**config.mk**
```make
export PLATFORM = sky130hd
export DESIGN_NAME = usb_out_dbuf_ctrl
export DESIGN_NICKNAME = d
export VERILOG_FILES = /design/src/rtl/usb_out_pkg.sv /design/src/rtl/usb_out_ctl_regs.sv /design/src/rtl/usb_out_hs_decide.sv /design/src/rtl/usb_out_buf_track.sv /design/src/rtl/usb_out_dbuf_ctrl.sv
export SDC_FILE = /design/constraint.sdc
export NUM_CORES = 1
export LEC_CHECK = 0
export BUFFER_PORTS_ARGS = -buffer_cell sky130_fd_sc_hd__buf_2
export CAP_MARGIN = 20
export CORE_ASPECT_RATIO = 0.6
export CORE_MARGIN = 5
export CORE_UTILIZATION = 55
export CTS_CLUSTER_SIZE = 24
export DETAILED_ROUTE_END_ITERATION = 10
export HOLD_SLACK_MARGIN = 0.08
export PLACE_DENSITY_LB_ADDON = 0.15
export SYNTH_ARGS = -nofsm -noshare
export SYNTH_HDL_FRONTEND = slang
export SYNTH_SLANG_ARGS = --single-unit
```
**constraint.sdc**
```tcl
create_clock -name clk_i -period 2.3 [get_ports clk_i]
set_input_delay 0.46 -clock clk_i [delete_from_list [all_inputs] [get_ports clk_i]]
set_output_delay 0.46 -clock clk_i [all_outputs]
set_load 0.01 [all_outputs]
```
**src/rtl/usb_out_pkg.sv**
```systemverilog
package usb_out_pkg;
  typedef enum logic [1:0] {
    HS_NONE  = 2'b00,
    HS_ACK   = 2'b01,
    HS_NAK   = 2'b10,
    HS_STALL = 2'b11
  } hs_e;

  localparam int CTL_W      = 6;
  localparam int B_TOG_RST  = 0;
  localparam int B_FLUSH    = 1;
  localparam int B_ISO      = 2;
  localparam int B_STALL    = 3;
  localparam int B_AUTO     = 4;
  localparam int B_CLR_RDY  = 5;

  function automatic logic [1:0] occ_to_sts(input logic [1:0] occ);
    return {occ == 2'd2, occ != 2'd0};
  endfunction
endpackage

```
**src/rtl/usb_out_ctl_regs.sv**
```systemverilog
module usb_out_ctl_regs
  import usb_out_pkg::*;
(
  input  logic             clk_i,
  input  logic             rst_ni,
  input  logic             we_i,
  input  logic [CTL_W-1:0] wdata_i,
  output logic             iso_o,
  output logic             stall_o,
  output logic             auto_o,
  output logic             tog_rst_o,
  output logic             flush_o,
  output logic             clr_rdy_o,
  output logic [CTL_W-1:0] rdata_o
);
  logic iso_q, stall_q, auto_q, tog_q, flush_q, clr_q;

  always_ff @(posedge clk_i or negedge rst_ni) begin
    if (!rst_ni) begin
      iso_q   <= 1'b0;
      stall_q <= 1'b0;
      auto_q  <= 1'b0;
      tog_q   <= 1'b0;
      flush_q <= 1'b0;
      clr_q   <= 1'b0;
    end else begin
      // one-shot bits: live for one cycle after the write
      tog_q   <= we_i & wdata_i[B_TOG_RST];
      flush_q <= we_i & wdata_i[B_FLUSH];
      clr_q   <= we_i & wdata_i[B_CLR_RDY];
      if (we_i) begin
        iso_q   <= wdata_i[B_ISO];
        stall_q <= wdata_i[B_STALL];
        auto_q  <= wdata_i[B_AUTO];
      end
    end
  end

  assign iso_o     = iso_q;
  assign stall_o   = stall_q;
  assign auto_o    = auto_q;
  assign tog_rst_o = tog_q;
  assign flush_o   = flush_q;
  assign clr_rdy_o = clr_q;

  always_comb begin
    rdata_o            = '0;
    rdata_o[B_TOG_RST] = tog_q;
    rdata_o[B_FLUSH]   = flush_q;
    rdata_o[B_ISO]     = iso_q;
    rdata_o[B_STALL]   = stall_q;
    rdata_o[B_AUTO]    = auto_q;
    rdata_o[B_CLR_RDY] = clr_q;
  end

  AST_FLUSH_SELF_CLR: assert property (@(posedge clk_i) disable iff (!rst_ni)
    (flush_q && !we_i) |=> !flush_q);
  AST_TOG_SELF_CLR: assert property (@(posedge clk_i) disable iff (!rst_ni)
    (tog_q && !we_i) |=> !tog_q);
endmodule

```
**src/rtl/usb_out_hs_decide.sv**
```systemverilog
module usb_out_hs_decide
  import usb_out_pkg::*;
(
  input  logic       clk_i,
  input  logic       rst_ni,
  input  logic       pkt_end_i,
  input  logic       pkt_pid_i,
  input  logic       iso_i,
  input  logic       stall_i,
  input  logic       full_i,
  input  logic       tog_rst_i,
  output logic       store_o,
  output logic       discard_o,
  output logic       hs_valid_o,
  output logic [1:0] hs_o
);
  logic exp_q;
  hs_e  hs_d, hs_q;
  logic vld_q;

  always_comb begin
    store_o   = 1'b0;
    discard_o = 1'b0;
    hs_d      = HS_NONE;
    if (pkt_end_i && !tog_rst_i) begin
      if (iso_i) begin
        if (full_i) discard_o = 1'b1;
        else        store_o   = 1'b1;
      end else if (stall_i) begin
        hs_d      = HS_STALL;
        discard_o = 1'b1;
      end else if (full_i) begin
        hs_d      = HS_NAK;
        discard_o = 1'b1;
      end else if (pkt_pid_i != exp_q) begin
        hs_d      = HS_ACK;
        discard_o = 1'b1;
      end else begin
        hs_d    = HS_ACK;
        store_o = 1'b1;
      end
    end
  end

  always_ff @(posedge clk_i or negedge rst_ni) begin
    if (!rst_ni) begin
      exp_q <= 1'b0;
      hs_q  <= HS_NONE;
      vld_q <= 1'b0;
    end else begin
      vld_q <= pkt_end_i;
      hs_q  <= hs_d;
      if (tog_rst_i)            exp_q <= 1'b0;
      else if (store_o && !iso_i) exp_q <= ~exp_q;
    end
  end

  assign hs_valid_o = vld_q;
  assign hs_o       = hs_q;

  AST_STALL_REPLY: assert property (@(posedge clk_i) disable iff (!rst_ni)
    (pkt_end_i && stall_i && !iso_i && !tog_rst_i) |=> (hs_valid_o && hs_o == HS_STALL));
  AST_ISO_SILENT: assert property (@(posedge clk_i) disable iff (!rst_ni)
    (pkt_end_i && iso_i) |=> (hs_o == HS_NONE));
  AST_NAK_KEEPS_TOG: assert property (@(posedge clk_i) disable iff (!rst_ni)
    (pkt_end_i && full_i && !iso_i && !tog_rst_i) |=> $stable(exp_q));
  AST_VALID_PULSE: assert property (@(posedge clk_i) disable iff (!rst_ni)
    (hs_valid_o && !$past(pkt_end_i)) |-> 1'b0);
endmodule

```
**src/rtl/usb_out_buf_track.sv**
```systemverilog
module usb_out_buf_track #(
  parameter int DEPTH = 16,
  localparam int PTR_W = $clog2(DEPTH)
) (
  input  logic             clk_i,
  input  logic             rst_ni,
  input  logic             wr_byte_i,
  input  logic             rd_byte_i,
  input  logic             store_i,
  input  logic             discard_i,
  input  logic             flush_i,
  input  logic             clr_rdy_i,
  input  logic             auto_i,
  input  logic             tog_rst_i,
  output logic [1:0]       occ_o,
  output logic             full_o,
  output logic [PTR_W-1:0] wr_ptr_o,
  output logic [PTR_W-1:0] rd_ptr_o
);
  localparam int NSLOT = 2;

  logic [PTR_W-1:0] wr_q, cmt_q, rd_q;
  logic [PTR_W-1:0] end_q [NSLOT];
  logic             hd_q;
  logic [1:0]       occ_q;
  logic             tail;
  logic [PTR_W-1:0] head_end;
  logic             auto_rel, rel;

  assign tail     = hd_q ^ occ_q[0];
  assign head_end = end_q[hd_q];
  assign auto_rel = auto_i && rd_byte_i && (occ_q != 2'd0) &&
                    ((rd_q + PTR_W'(1)) == head_end);
  assign rel      = (occ_q != 2'd0) && (flush_i || clr_rdy_i || auto_rel);

  always_ff @(posedge clk_i or negedge rst_ni) begin
    if (!rst_ni) begin
      wr_q  <= '0;
      cmt_q <= '0;
      rd_q  <= '0;
      hd_q  <= 1'b0;
      occ_q <= 2'd0;
      for (int i = 0; i < NSLOT; i++) end_q[i] <= '0;
    end else if (tog_rst_i) begin
      wr_q  <= '0;
      cmt_q <= '0;
      rd_q  <= '0;
      hd_q  <= 1'b0;
      occ_q <= 2'd0;
      for (int i = 0; i < NSLOT; i++) end_q[i] <= '0;
    end else begin
      if (discard_i)      wr_q <= cmt_q;
      else if (wr_byte_i) wr_q <= wr_q + PTR_W'(1);
      if (store_i) begin
        cmt_q       <= wr_q;
        end_q[tail] <= wr_q;
      end
      if (rel)            rd_q <= head_end;
      else if (rd_byte_i) rd_q <= rd_q + PTR_W'(1);
      if (rel) hd_q <= ~hd_q;
      case ({store_i, rel})
        2'b10:   occ_q <= occ_q + 2'd1;
        2'b01:   occ_q <= occ_q - 2'd1;
        default: occ_q <= occ_q;
      endcase
    end
  end

  assign occ_o    = occ_q;
  assign full_o   = occ_q == 2'd2;
  assign wr_ptr_o = wr_q;
  assign rd_ptr_o = rd_q;

  AST_NO_OVERFLOW: assert property (@(posedge clk_i) disable iff (!rst_ni)
    full_o |-> !store_i);
  AST_OCC_RANGE: assert property (@(posedge clk_i) disable iff (!rst_ni)
    occ_q != 2'd3);
  AST_FLUSH_STEP: assert property (@(posedge clk_i) disable iff (!rst_ni)
    (flush_i && occ_q != 2'd0 && !store_i && !tog_rst_i) |=> (occ_q == $past(occ_q) - 2'd1));
  AST_EMPTY_REQ_NOP: assert property (@(posedge clk_i) disable iff (!rst_ni)
    (occ_q == 2'd0 && (flush_i || clr_rdy_i) && !store_i && !rd_byte_i && !tog_rst_i)
      |=> (occ_q == 2'd0 && $stable(rd_q)));
endmodule

```
**src/rtl/usb_out_dbuf_ctrl.sv**
```systemverilog
module usb_out_dbuf_ctrl
  import usb_out_pkg::*;
#(
  parameter int DEPTH = 16,
  localparam int PTR_W = $clog2(DEPTH)
) (
  input  logic             clk_i,
  input  logic             rst_ni,
  input  logic             ctl_we_i,
  input  logic [5:0]       ctl_wdata_i,
  output logic [5:0]       ctl_rdata_o,
  input  logic             wr_byte_i,
  input  logic             pkt_end_i,
  input  logic             pkt_pid_i,
  input  logic             rd_byte_i,
  output logic             hs_valid_o,
  output logic [1:0]       hs_o,
  output logic [1:0]       buf_sts_o,
  output logic [PTR_W-1:0] wr_ptr_o,
  output logic [PTR_W-1:0] rd_ptr_o
);
  logic iso, stall, auto_en, tog_rst, flush, clr_rdy;
  logic store, discard, full;
  logic [1:0] occ;

  usb_out_ctl_regs u_regs (
    .clk_i     (clk_i),
    .rst_ni    (rst_ni),
    .we_i      (ctl_we_i),
    .wdata_i   (ctl_wdata_i),
    .iso_o     (iso),
    .stall_o   (stall),
    .auto_o    (auto_en),
    .tog_rst_o (tog_rst),
    .flush_o   (flush),
    .clr_rdy_o (clr_rdy),
    .rdata_o   (ctl_rdata_o)
  );

  usb_out_hs_decide u_hs (
    .clk_i      (clk_i),
    .rst_ni     (rst_ni),
    .pkt_end_i  (pkt_end_i),
    .pkt_pid_i  (pkt_pid_i),
    .iso_i      (iso),
    .stall_i    (stall),
    .full_i     (full),
    .tog_rst_i  (tog_rst),
    .store_o    (store),
    .discard_o  (discard),
    .hs_valid_o (hs_valid_o),
    .hs_o       (hs_o)
  );

  usb_out_buf_track #(.DEPTH(DEPTH)) u_buf (
    .clk_i     (clk_i),
    .rst_ni    (rst_ni),
    .wr_byte_i (wr_byte_i),
    .rd_byte_i (rd_byte_i),
    .store_i   (store),
    .discard_i (discard),
    .flush_i   (flush),
    .clr_rdy_i (clr_rdy),
    .auto_i    (auto_en),
    .tog_rst_i (tog_rst),
    .occ_o     (occ),
    .full_o    (full),
    .wr_ptr_o  (wr_ptr_o),
    .rd_ptr_o  (rd_ptr_o)
  );

  assign buf_sts_o = occ_to_sts(occ);

  AST_STS_LEGAL: assert property (@(posedge clk_i) disable iff (!rst_ni)
    buf_sts_o != 2'b10);
  AST_TOG_RST_EMPTY: assert property (@(posedge clk_i) disable iff (!rst_ni)
    (ctl_rdata_o[B_TOG_RST]) |=> (buf_sts_o == 2'b00 && wr_ptr_o == '0 && rd_ptr_o == '0));
endmodule

```
Word-level counts from Yosys, hierarchy flattened:

Index checks and enable logic that the tools add are counted.

* bits in registers: 33
* bits in latches: 0
* bits in writable memories: 0
* ROM bits: 0
* bits of input ports: 13
* output and inout bits: 19
* memories: 0

* $add $sub $neg: 4
* multiply operators: 0
* div/mod/pow operators: 0
* order comparisons: 3
* eq/ne operators: 5
* shift operators: 0
* mux-type cells: 38
* bitwise gates (word level): 8
* reduce and logical (&&, ||, !) cells: 18

Operator list (number)
* $mux W4: 12
* $mux W1: 16
* $mux W8: 2
* $mux W2: 5
* $reduce_bool A3 Y1: 3
* $add A4 B1 Y4 const B: 2
* $bwmux W8: 1
* $reduce_bool A2 Y1: 4
* $logic_and A1 B1 Y1: 7
* $demux W4 S1: 1
* $eq A2 B2 Y1 const B: 2
* $eq A4 B4 Y1: 1
* $ge A2 B2 Y1 const B: 2
* $not A1 Y2: 2
* $pmux W2 S2: 1
* $and A1 B1 Y1: 3
* $add A2 B1 Y2 const B: 1
* $eq A2 B1 Y1 const B: 1
* $logic_not A1 Y1: 2
* $logic_or A1 B1 Y1: 2
* $lt A2 B1 Y1 const B: 1
* $not A1 Y1: 2
* $sub A2 B1 Y2 const B: 1
* $ne A1 B1 Y1: 1
* $xor A1 B1 Y1: 1

Longest topological paths before layout:

* word-level depth: 11
* mapped depth: 7
* mapped depth without buffers: 7

Modules after synthesis:

A second synthesis with hierarchy kept.

* cells, all modules: 171
* area, all modules: 1815.5 sq um

Modules (own cells, without submodules)
* usb_out_buf_track: instances 1, cells each 132, area each 1342.5 sq um, seq. area each 575.6 sq um
* usb_out_ctl_regs: instances 1, cells each 18, area each 251.5 sq um, seq. area each 150.1 sq um
* usb_out_hs_decide: instances 1, cells each 19, area each 209.0 sq um, seq. area each 100.1 sq um
* usb_out_dbuf_ctrl: instances 1, cells each 2, area each 12.5 sq um, seq. area each 0.0 sq um

Least setup slack after synthesis:

No wires, ideal clock.

* path kind: reg-to-reg
* start point: register u_buf.rd_q[0] (netlist: u_buf.rd_ptr_o[0])
* end point: register u_buf.occ_q[1] (netlist: u_buf.occ_o[1])
* arrival: 1.754 ns
* data required time: 2.196 ns
* setup slack: 0.442 ns
* cell stages (with the launch flop): 8
* clock period less this slack: 1.858 ns
* path through: dfrtp_1 ha_1 xor2_1 xnor2_1 nor2_1 a311o_2 o22a_1 o311ai_1

* cells in the longest elaborated chain, start to end: 8
* elaborated cells on any way between the ends: 10
* classes of those cells: 1 x add/sub; 3 x eq/ne; 2 x mux; 4 x reduce/logical

Ends and longest elaborated chain
* start, declared: RTL line usb_out_buf_track.sv:22 `logic [PTR_W-1:0] wr_q, cmt_q, rd_q;`
* start signal, assigned: RTL line usb_out_buf_track.sv:58 `if (rel) rd_q <= head_end;`
* start signal, assigned: RTL line usb_out_buf_track.sv:59 `else if (rd_byte_i) rd_q <= rd_q + PTR_W'(1);`
* $add A4 B1 Y4 (*): RTL line usb_out_buf_track.sv:33 `((rd_q + PTR_W'(1)) == head_end);`
* $eq A4 B4 Y1 (*): RTL line usb_out_buf_track.sv:33
* $logic_and A1 B1 Y1 (*): RTL line usb_out_buf_track.sv:32 `assign auto_rel = auto_i && rd_byte_i && (occ_q != 2'd0) &&`
* $logic_or A1 B1 Y1 (*): RTL line usb_out_buf_track.sv:34 `assign rel = (occ_q != 2'd0) && (flush_i || clr_rdy_i || auto_rel);`
* $logic_and A1 B1 Y1 (*): RTL line usb_out_buf_track.sv:34
* $eq A2 B1 Y1 or $eq A2 B2 Y1 (tied branches): RTL line usb_out_buf_track.sv:61 `case ({store_i, rel})`
* $pmux W2 S2: RTL line usb_out_buf_track.sv:61
* $mux W2: RTL line usb_out_buf_track.sv:44 `end else if (tog_rst_i) begin`
* end signal, assigned: RTL line usb_out_buf_track.sv:62 `2'b10: occ_q <= occ_q + 2'd1;`
* end signal, assigned: RTL line usb_out_buf_track.sv:63 `2'b01: occ_q <= occ_q - 2'd1;`
* end signal, assigned: RTL line usb_out_buf_track.sv:64 `default: occ_q <= occ_q;`
* end, declared: RTL line usb_out_buf_track.sv:25 `logic [1:0] occ_q;`

Mark *: on every way between the ends. The rest lies on a longest branch, timed or not.
A chain may end at the register's enable or synchronous reset.

Final worst setup path:

Same ends and word-level chain as after synthesis.

==> results_dict.tcl <==
set metrics [dict create \
    ys_seq_area_share_pct 47.5 \
    avgSynthCellArea_um2 10.4 \
    grt.met2_usage_pct 29.8 \
    path_buf_inv 0 \
    synth_commonest_cells "33 x dfrtp_1, 19 x nor2_1, 11 x nand2_1" \
    post_dp_cell_area_um2 1880 \
    cts.hold.buffers_added 0 \
    grt_pass1_wl_um 5810 \
    cp_data_required_time_ns 2.48 \
    dieHeight_um 53.5 \
    grt_pass1_vias 1258 \
    clk_path_buf_depth 2 \
    yosys.area.top_type_share_pct 47.5 \
    synthFlopType "dfrtp_1" \
    cts_resized 0 \
    finalCritPeriodShare_pct 86.7 \
    tritoncts "done" \
    track_usage_pct 17.9 \
    synth_fp_nets 182 \
    cts_buffers 5 \
    antenna_left 0 \
    yosys.cell_count.top_type "dfrtp_1" \
    hold_class "in -> async" \
    crit_type "reg -> reg" \
    vdd_drop_max_mv 0.567 \
    drt_iter0_drc 71 \
    synth_simple_gate_area_share_pct 19.6 \
    path_clk_slew_ns 0.06 \
    post_cts_buffers 0 \
    path_delay_family "compound AO/OA/AOI/OAI gates" \
    synth_edf_count 0 \
    synth_compound_area_share_pct 9.07 \
    die-area_um2 4420 \
    synthDistinctLibCells 37 \
    clkLatencyLatePin_ns 0.28 \
    fin_cells 236 \
    final_nets 209 \
    top_usage_layer "met2" \
    synth.area.mux_share_pct 7.92 \
    antenna_cells 0 \
    drive_gt1_share_pct 24.7 \
    viasPerCell 5.17 \
    num_io_pins 32 \
    grt_max_degree 34 \
    synth_fa_ha_area_share_pct 1.44 \
    totalPowerFinal_w 0.00210 \
    drt_wl_total_um 3370 \
    grt_util_met3_pct 4.52 \
    synth.area.top_cells "dfrtp_1 48%, mux2i_1 5.2%, nor2_1 4.1%, xor2_1 4.0%, buf_4 3.0%" \
    drc 0 \
    first_pass_iters 4 \
    setup_viol 0 \
    powerDensity_nw_per_um2 1070 \
    area_growth_pct 13.0 \
    synth_cells 167 \
    place.gp.congestion 0.806 \
    use_met1_pct 23.2 \
    netlist_area_um2 1740 \
    drv_cap 0 \
    arrival_ns 2.17 \
    synth-xor-area-share_pct 8.35 \
    cp-end-kind "register" \
    fin_area_um2 1960 \
    yosys_warnings 0 \
    rsz0062_at_grt "no" \
    vias 1220 \
    slowest_delay_ns 0.44 \
    worstMarginPinSlew_ns 0.700 \
    crit_path_start_kind "register" \
    cts_root_buf "clkbuf_8" \
    post-dp-hpwl_um 2540 \
    post-place-cells 229 \
    synth_top_family_by_area "simple AND/OR/NAND/NOR gates" \
    status "finished, final reports clean" \
    start_util_pct 59.0 \
    fin_crit_ns 1.99 \
    post_drt_wl_per_cell_um 14.3 \
    path_cells "ha_1 -> xor2_1 -> xnor2_1 -> nor2_1 -> a311o_2 -> o22a_1 -> o311ai_1" \
    p_leak_nw 0.950 \
    fmax_ghz 0.502 \
    antenna_found_initial 0 \
    htreeDepth 2 \
    crit_fanout 5 \
    overflow 0 \
    cp_slowest_cell "dfrtp_1" \
    slew_headroom_pct 53.4 \
    synth_seq_cells 33 \
    core_area_um2 2950 \
    finalHoldViolCount 0 \
    yosysTopAreaCell "dfrtp_1" \
    rows 15 \
    die_x_um 82.6 \
    finalMaxSlewViolations 0 \
    port_buffers 31 \
    synth_async_sr_flop_share_pct 100 \
    finalHoldWorstSlack_ns 0.224 \
    fin_tns_setup_ns 0 \
    skew_ns 0.00431 \
    cts_num_sinks 33 \
]
-- per-stage QoR --
stage | setup slack (ns) | util, %
2_1_floorplan | 0.442 | -
3_5_place_dp | 0.294 | 63.7
4_1_cts | 0.279 | 66.6
5_1_grt | 0.126 | 66.6
6_report | 0.306 | 66.6
3_3_place_gp | 0.394 | 63.7
-- registers in the layout, summed over array words and instances, names as in the netlist, 2 cells and up --
register        cells
u_buf.occ_o         2
u_buf.wr_ptr_o      4
u_buf.rd_ptr_o      4
u_buf.end_q         8
u_buf.cmt_q         4
u_hs.hs_o           2
-- where the power goes --
part	internal [W]	switching, W	leakage [nW]
sequential	0.000714	0.000155	0.433
clock	0.000237	0.000190	0.0443
combinational	0.000376	0.000425	0.473
total	0.00133	0.000770	0.950
-- logic make-up after synthesis --
group | Yosys count
adders and majority gates | 2
xor gates and xnor gates | 15
buffers and inverters | 19
AOI/OAI and AO/OA | 24
muxes | 13
DFF | 33
and+or+nand+nor | 61
-- area by class of cell --
cell class,count,area (um2)
sequential,33,826
multi-input combinational,115,806
fill,257,983
timing repair buffer,33,170
tap,42,52.6
clock buffer,7,86.3
inverter,6,22.5
-- metal layers --
metal | part of all wire (%) | routed length, um
met5 | 0 | 0
met4 | 0.42 | 14
met2 | 49 | 1630
met3 | 5.8 | 194
met1 | 45 | 1520
-- path summary, 6_finish.rpt --
check	startpoint	to	slack, ns	depth (start not counted)
max reg2reg	u_buf.rd_ptr_o[0]	u_buf.occ_o[1]	0.31	7
max	u_buf.rd_ptr_o[0]	u_buf.occ_o[1]	0.31	7
max in group asynchronous	rst_ni	u_regs.clr_rdy_o	1.62	1
min reg2reg	u_buf.end_q[2]	u_buf.end_q[2]	0.53	2
min in group clk_i	pkt_end_i	u_hs.hs_valid_o	0.33	1
min	rst_ni	u_hs.exp_q	0.22	1
-- placed cells by master, fill, tap and decap left out, drive strengths merged, types with 6 or more instances in the layout --
master	instances
dfrtp	33
nand3b	7
nand2	11
a21oi	6
inv	6
xnor2	6
buf	33
xor2	8
mux2i	10
o21ai	10
clkbuf	7
nor2	20
Power figures use the tool's default switching activity.
